## src/rtl/sync_burst_sram.sv

```systemverilog
module sync_burst_sram #(
  parameter int ADDR_W = 5,
  parameter int LANES  = 2,
  parameter int LANE_W = 8
) (
  input  logic                      clk,
  input  logic                      rst_n,
  input  logic                      pipe_mode,
  input  logic                      linear_order,
  input  logic                      oe_n,
  input  logic                      sel_n_mask,
  input  logic                      sel_hi,
  input  logic                      sel_n,
  input  logic                      pstrb_n,
  input  logic                      cstrb_n,
  input  logic                      adv_n,
  input  logic                      gwr_n,
  input  logic                      bwr_n,
  input  logic [LANES-1:0]          lane_wr_n,
  input  logic [ADDR_W-1:0]         addr,
  input  logic [LANES*LANE_W-1:0]   wdata,
  output logic [LANES*LANE_W-1:0]   dq_out,
  output logic                      dq_drive
);
  localparam int DW    = LANES * LANE_W;
  localparam int DEPTH = 1 << ADDR_W;

  typedef enum logic [1:0] {OP_IDLE, OP_RD, OP_WR} op_t;

  logic [DW-1:0]     mem [DEPTH];
  op_t               cur_op, nxt_op;
  logic [ADDR_W-1:0] start_q, nxt_start, cur_addr, nxt_addr;
  logic [1:0]        beat_q, nxt_beat, nxt_off;
  logic [DW-1:0]     pipe_q;
  logic              pipe_vld;

  wire p_take  = !pstrb_n && !sel_n_mask;
  wire strobe  = p_take || !cstrb_n;
  wire chip_on = sel_hi && !sel_n && !sel_n_mask;
  wire wr_req  = !gwr_n || (!bwr_n && !(&lane_wr_n));
  wire [LANES-1:0] lane_sel = !gwr_n ? {LANES{1'b1}} : ~lane_wr_n;

  always_comb begin
    nxt_op    = cur_op;
    nxt_start = start_q;
    nxt_beat  = beat_q;
    if (strobe) begin
      nxt_start = addr;
      nxt_beat  = 2'd0;
      if (!chip_on)    nxt_op = OP_IDLE;
      else if (p_take) nxt_op = OP_RD;
      else             nxt_op = wr_req ? OP_WR : OP_RD;
    end else if (cur_op != OP_IDLE) begin
      if (!adv_n) nxt_beat = beat_q + 2'd1;
      nxt_op = wr_req ? OP_WR : OP_RD;
    end
  end

  assign nxt_off  = linear_order ? nxt_start[1:0] + nxt_beat : nxt_start[1:0] ^ nxt_beat;
  assign nxt_addr = {nxt_start[ADDR_W-1:2], nxt_off};

  always_ff @(posedge clk) begin
    if (!rst_n) begin
      cur_op   <= OP_IDLE;
      start_q  <= '0;
      beat_q   <= '0;
      cur_addr <= '0;
      pipe_vld <= 1'b0;
      pipe_q   <= '0;
    end else begin
      cur_op   <= nxt_op;
      start_q  <= nxt_start;
      beat_q   <= nxt_beat;
      cur_addr <= nxt_addr;
      pipe_vld <= (cur_op == OP_RD);
      pipe_q   <= mem[cur_addr];
    end
  end

  always_ff @(posedge clk) begin
    if (rst_n && nxt_op == OP_WR) begin
      for (int l = 0; l < LANES; l++) begin
        if (lane_sel[l]) mem[nxt_addr][l*LANE_W +: LANE_W] <= wdata[l*LANE_W +: LANE_W];
      end
    end
  end

  wire          slot_vld  = pipe_mode ? pipe_vld : (cur_op == OP_RD);
  wire [DW-1:0] slot_data = pipe_mode ? pipe_q : mem[cur_addr];

  assign dq_drive = slot_vld && !oe_n;
  assign dq_out   = dq_drive ? slot_data : '0;
endmodule


```

## config.mk

```make
export PLATFORM = sky130hd
export DESIGN_NAME = sync_burst_sram
export DESIGN_NICKNAME = d
export VERILOG_FILES = /design/src/rtl/sync_burst_sram.sv
export SDC_FILE = /design/constraint.sdc
export NUM_CORES = 1
export LEC_CHECK = 0
export ABC_AREA = 1
export CAP_MARGIN = 20
export CORE_MARGIN = 2
export CORE_UTILIZATION = 25
export DETAILED_ROUTE_END_ITERATION = 7
export GPL_TIMING_DRIVEN = 0
export PLACE_DENSITY = 0.37
export RECOVER_POWER = 50
export SYNTH_ARGS = -nofsm -noshare
export SYNTH_HDL_FRONTEND = slang
export SYNTH_SLANG_ARGS = --single-unit
```

## constraint.sdc

```tcl
create_clock -name clk -period 2.59 [get_ports clk]
set_clock_uncertainty 0.05 [all_clocks]
set_input_delay 0.518 -clock clk [delete_from_list [all_inputs] [get_ports clk]]
set_output_delay 0.518 -clock clk [all_outputs]
set_load 0.005 [all_outputs]
```

; Word level (Yosys, flattened, before mapping)
; Memory sizes are Yosys's and may differ from the RTL's. A register that Yosys moved wholly into a read port is not among the register bits.
; Cells that the tools add are included.
; W data, S select, Z words.
[word_totals]
reg_bits = 26
mem_bits_rw = 512
inputBits = 36
output_inout_bits = 17
n_memories = 1
[op_classes]
add_sub_neg = 2
eq_ne = 2
n_mux = 21
bitwise_logic = 2
reduce_logical = 18
[memory_table]
columns = name, depth, width, rd, rd_ports_with_merged_regs, wr, line
row1 = mem, 32, 16, 1, 1, 1, 30  ; logic [DW-1:0] mem [DEPTH];
[ops]
columns = cell, count
row1 = $mux W16, 2
row2 = $mux W2, 10
row3 = $mux W5, 2
row4 = $logic_not A1 Y1, 8
row5 = $mux W1, 7
row6 = $logic_and A1 B1 Y1, 6
row7 = $add A2 B1 Y2 const B, 1
row8 = $add A2 B2 Y2, 1
row9 = $eq A2 B1 Y1 const B, 1
row10 = $eq A2 B2 Y1 const B, 1
row11 = $logic_or A1 B1 Y1, 2
row12 = $not A2 Y2, 1
row13 = $reduce_and A2 Y1, 1
row14 = $reduce_bool A2 Y1, 1
row15 = $xor A2 B2 Y2, 1

; Logic depth before layout (Yosys ltp)
[logic_depth]
depth_word = 12
depth_mapped = 15

; Worst setup path before layout
; Ideal clock, no wire load.
[synth_timing]
path_type = input to register
from = in pstrb_n
to = mem mem[18][0] (netlist name), enable pin
setup_time_ns = 0.370
arrival_ns = 2.350
setup_slack_ns = -0.180
stages = 10
path_cell_list = o21ai_2 inv_1 o21ai_0 nor2_1 ha_1 clkbuf_1 inv_1 buf_1 nand4_1 nor2_1
[synth_via]
elab_cells_between_ends = 15
cone_classes = 1 x add/sub / 1 x eq/ne / 8 x mux / 1 x bitwise / 4 x reduce/logical
[synth_rtl]
columns = element, line
row1 = from (decl), 14  ; input logic pstrb_n,
row2 = $logic_not A1 Y1 (*), 37  ; wire p_take = !pstrb_n && !sel_n_mask;
row3 = $logic_and A1 B1 Y1 (*), 37
row4 = $logic_or A1 B1 Y1 (*), 38  ; wire strobe = p_take || !cstrb_n;
row5 = $mux W2 (*), 47  ; if (strobe) begin
row6 = via nxt_beat[0], 33  ; logic [1:0] beat_q, nxt_beat, nxt_off;
row7 = $add A2 B2 Y2 / $xor A2 B2 Y2 (equally long branches), 59  ; assign nxt_off = linear_order ? nxt_start[1:0] + nxt_beat : nxt_start[1:0] ^ nxt_beat;
row8 = $mux W2 (*), 59
row9 = to (decl), 30
; Mark *: on every way through the listed nets, which the timed path passes. The rest lies on a longest branch.

==> impl_metrics.ini <==
[placed_design]
io_buffers = 52
place.gp.congestion = 0.889
post-place-cells = 3201
placed_cell_area_mm2 = 0.0243
dpl.hpwl_mm = 56.0

[synth]
synth-seq-area-share = 0.717
syn_area_mm2 = 0.0222
yosysWarnings = 0
ys_ff_latch = 540
synth_top_area_frac = 0.692
synth_cells = 1979
syn_area_per_cell_um2 = 11.2
yosys-top-cells-area = edfxtp_1 69%, nand2_1 11%, nand3_1 9.8%
ys_types = 24
syn-num-nets = 2016
synth_top_area_cell = edfxtp_1

[finish]
fin_cells = 3392
drive_gt1_frac = 0.309
final_nets = 2216
area_delta_synth_final_pct = 35.9
n_fill_cell = 8719
final_cell_area_mm2 = 0.0302

[floorplan]
io_pins = 53
initial_core_util = 0.252
dieArea_mm2 = 0.0912
die_w_um = 302
core_area_mm2 = 0.0882
chipHeight_um = 302
rows = 109

[route]
drc = 0
wl_per_cell_um = 23.9
vias = 15700
drt_pass1_iterations = 5
drt-total-wl_mm = 81.0
ant_nets = 0
drt_iter0_markers = 1101
viasPerCell = 4.64

[clock_network]
cts.path.max_buffers = 3
cts_buffers = 66
htreeDepth = 3
clock-sinks = 540
insertion_delay_ns = 0.60
root_buffer = clkbuf_16
path_clk_slew_ns = 0.06
cts_tree = built

[timing]
tightest_slew_ns = 2.32
fin_crit_ns = 3.12
timing.hold.ws_ns = 0.446
hold_violations = 0
report.final.slew_viol_count = 387
clock.fmax_ghz = 0.320
maxSlewHeadroom = -0.547
rsz0062_at_grt = true
fin_crit_sh = 1.21
setup_ws_ns = -0.534
setup_tns_ns = -7.90
setup_viol = 17

[setup_path]
setup.worst_path.class = reg -> out
setup.worst_path.start_class = flop
critPathCaptureType = output pin
cp_data_required_time_ns = 2.02
crit_arrival_ns = 2.56
crit_fanout = 7

[global_routing]
antenna_found_initial = 4
grt_start_max_net_pins = 33
grt_pass1_wl_mm = 114
grt_overflow = 0
grt_pass1_vias = 15500
grt_usage = 0.177

[pwr]
p_seq_frac = 0.461
power_density_mw_per_mm2 = 691
pwr-share-clk = 0.421
power_frac_comb = 0.118
switching_share = 0.252
peakVddDrop_v = 0.000435
leakagePower_uw = 0.0106
switchingPower_uw = 5260
intPower_uw = 15600

[outcome]
outcome = complete, but fails checks
failed_checks = max-capacitance violations, max-slew violations, negative setup slack

[worst_hold_path]
holdCritPathClass = in -> reg

[flow_run]
maxCapViolCount = 12
==> Yosys cell counts, drive strengths merged <==
cell,count
dfxtp,28
nand4,16
nor2,107
nor4,1
buf,90
edfxtp,512
nor3,3
inv,22
o21ai,23
clkbuf,38
nand2,685
nand3,436
ha,1
a21oi,17
==> area by class of cell <==
type	instances	area [um^2]	area share
diodes	1	2.50	0.0000829
plain buffers	124	1360	0.0450
clock buffers	91	1860	0.0617
clock inverters	24	161	0.00535
inverters	22	111	0.00369
multi-input cells	1289	7610	0.252
flip-flops and latches	540	15900	0.528
well taps	1165	1460	0.0483
repair buffers	136	1690	0.0559
==> through the flow <==
stage | utilization | setup slack (ns) | total power, uW
detailed placement | 0.276 | -1.73 | 11600
floorplan | - | -0.0874 | 10600
global placement | 0.275 | -1.74 | 11600
CTS | 0.332 | -0.610 | 20900
finish | 0.342 | -0.534 | 20900
global route | 0.342 | -0.634 | 21500
==> path summary, 6_finish.rpt <==
check | slack (ns) | start | cells after the start | to
worst max-delay path | -0.53 | flop | 14 | dq_out[1]
worst min-delay path | 0.45 | sel_n_mask | 6 | cur_op[0]
worst max register to register | 0.04 | cur_op[1] | 17 | mem[23][1]
worst min register to register | 0.46 | cur_op[1] | 1 | pipe_vld
==> worst max-delay path: stages, from the launching register on <==
cell,delay [ns]
dfxtp_2,0.33
buf_12,0.15
clkinv_16,0.08
buf_16,0.16
buf_12,0.15
buf_6,0.11
nand2_2,0.04
nand3_2,0.06
nand3_2,0.07
nand2_1,0.08
nand2_2,0.07
nand3_4,0.14
nand2_4,0.07
a21oi_4,0.24
buf_2,0.18
==> registers in the layout, summed over array words and instances (netlist names), named ones only <==
name / cells
beat_q: 2
pipe_vld: 1
cur_op: 2
mem: 512
pipe_q: 16
start_q: 5
==> layout by cell type (no fill, tap or decap), drive strengths merged <==
cell type,count
a21oi,17
buf,180
nand3,436
nor4,1
diode,1
nand4,16
nor3,3
ha,1
bufinv,2
nand2,685
clkdlybuf4s50,18
clkinvlp,1
dlygate4sd2,2
edfxtp,512
o21ai,23
nor2,107
dfxtp,28
inv,22
clkbuf,151
clkinv,21
==> power by group through the flow <==
stage | Sequential [uW] | Combinational [uW] | Clock, uW
2_1_floorplan | 9780 | 861 | 0
3_5_place_dp | 9780 | 1770 | 0
5_1_grt | 9610 | 2630 | 9310
4_1_cts | 9600 | 2280 | 9020
3_3_place_gp | 9800 | 1750 | 0
6_report | 9610 | 2470 | 8790
==> routing by layer <==
layer / global-route usage / share of wire / vias up
li1: - / - / 7330
met1: 0.256 / 0.48 / 7875
met2: 0.277 / 0.45 / 404
met3: 0.0260 / 0.046 / 123
met4: 0.0459 / 0.026 / 0
met5: 0 / 0 / -
==> logic make-up (layout without fill, tap and decap cells) <==
logic type | count (synthesis) | after routing | synth area share
and+or+nand+nor | 1248 | 1248 | 0.240
AOI/OAI and AO/OA | 40 | 40 | 0.00935
other | 0 | 1 | 0
DFF | 540 | 540 | 0.717
buffers and inverters | 150 | 397 | 0.0324
adders and majority gates | 1 | 1 | 0.000563
==> repair_timing <==
item                                   4_1_cts  5_1_grt
cloned                                       6        2
gates resized for setup                    606      217
endpoints found under the hold margin        0        0
pin swaps                                  119      114
buffers inserted                            56       17
setup endpoints to repair                  533      346
hold buffers                                 0        0
No activity file was read; power rests on OpenSTA's default activity.
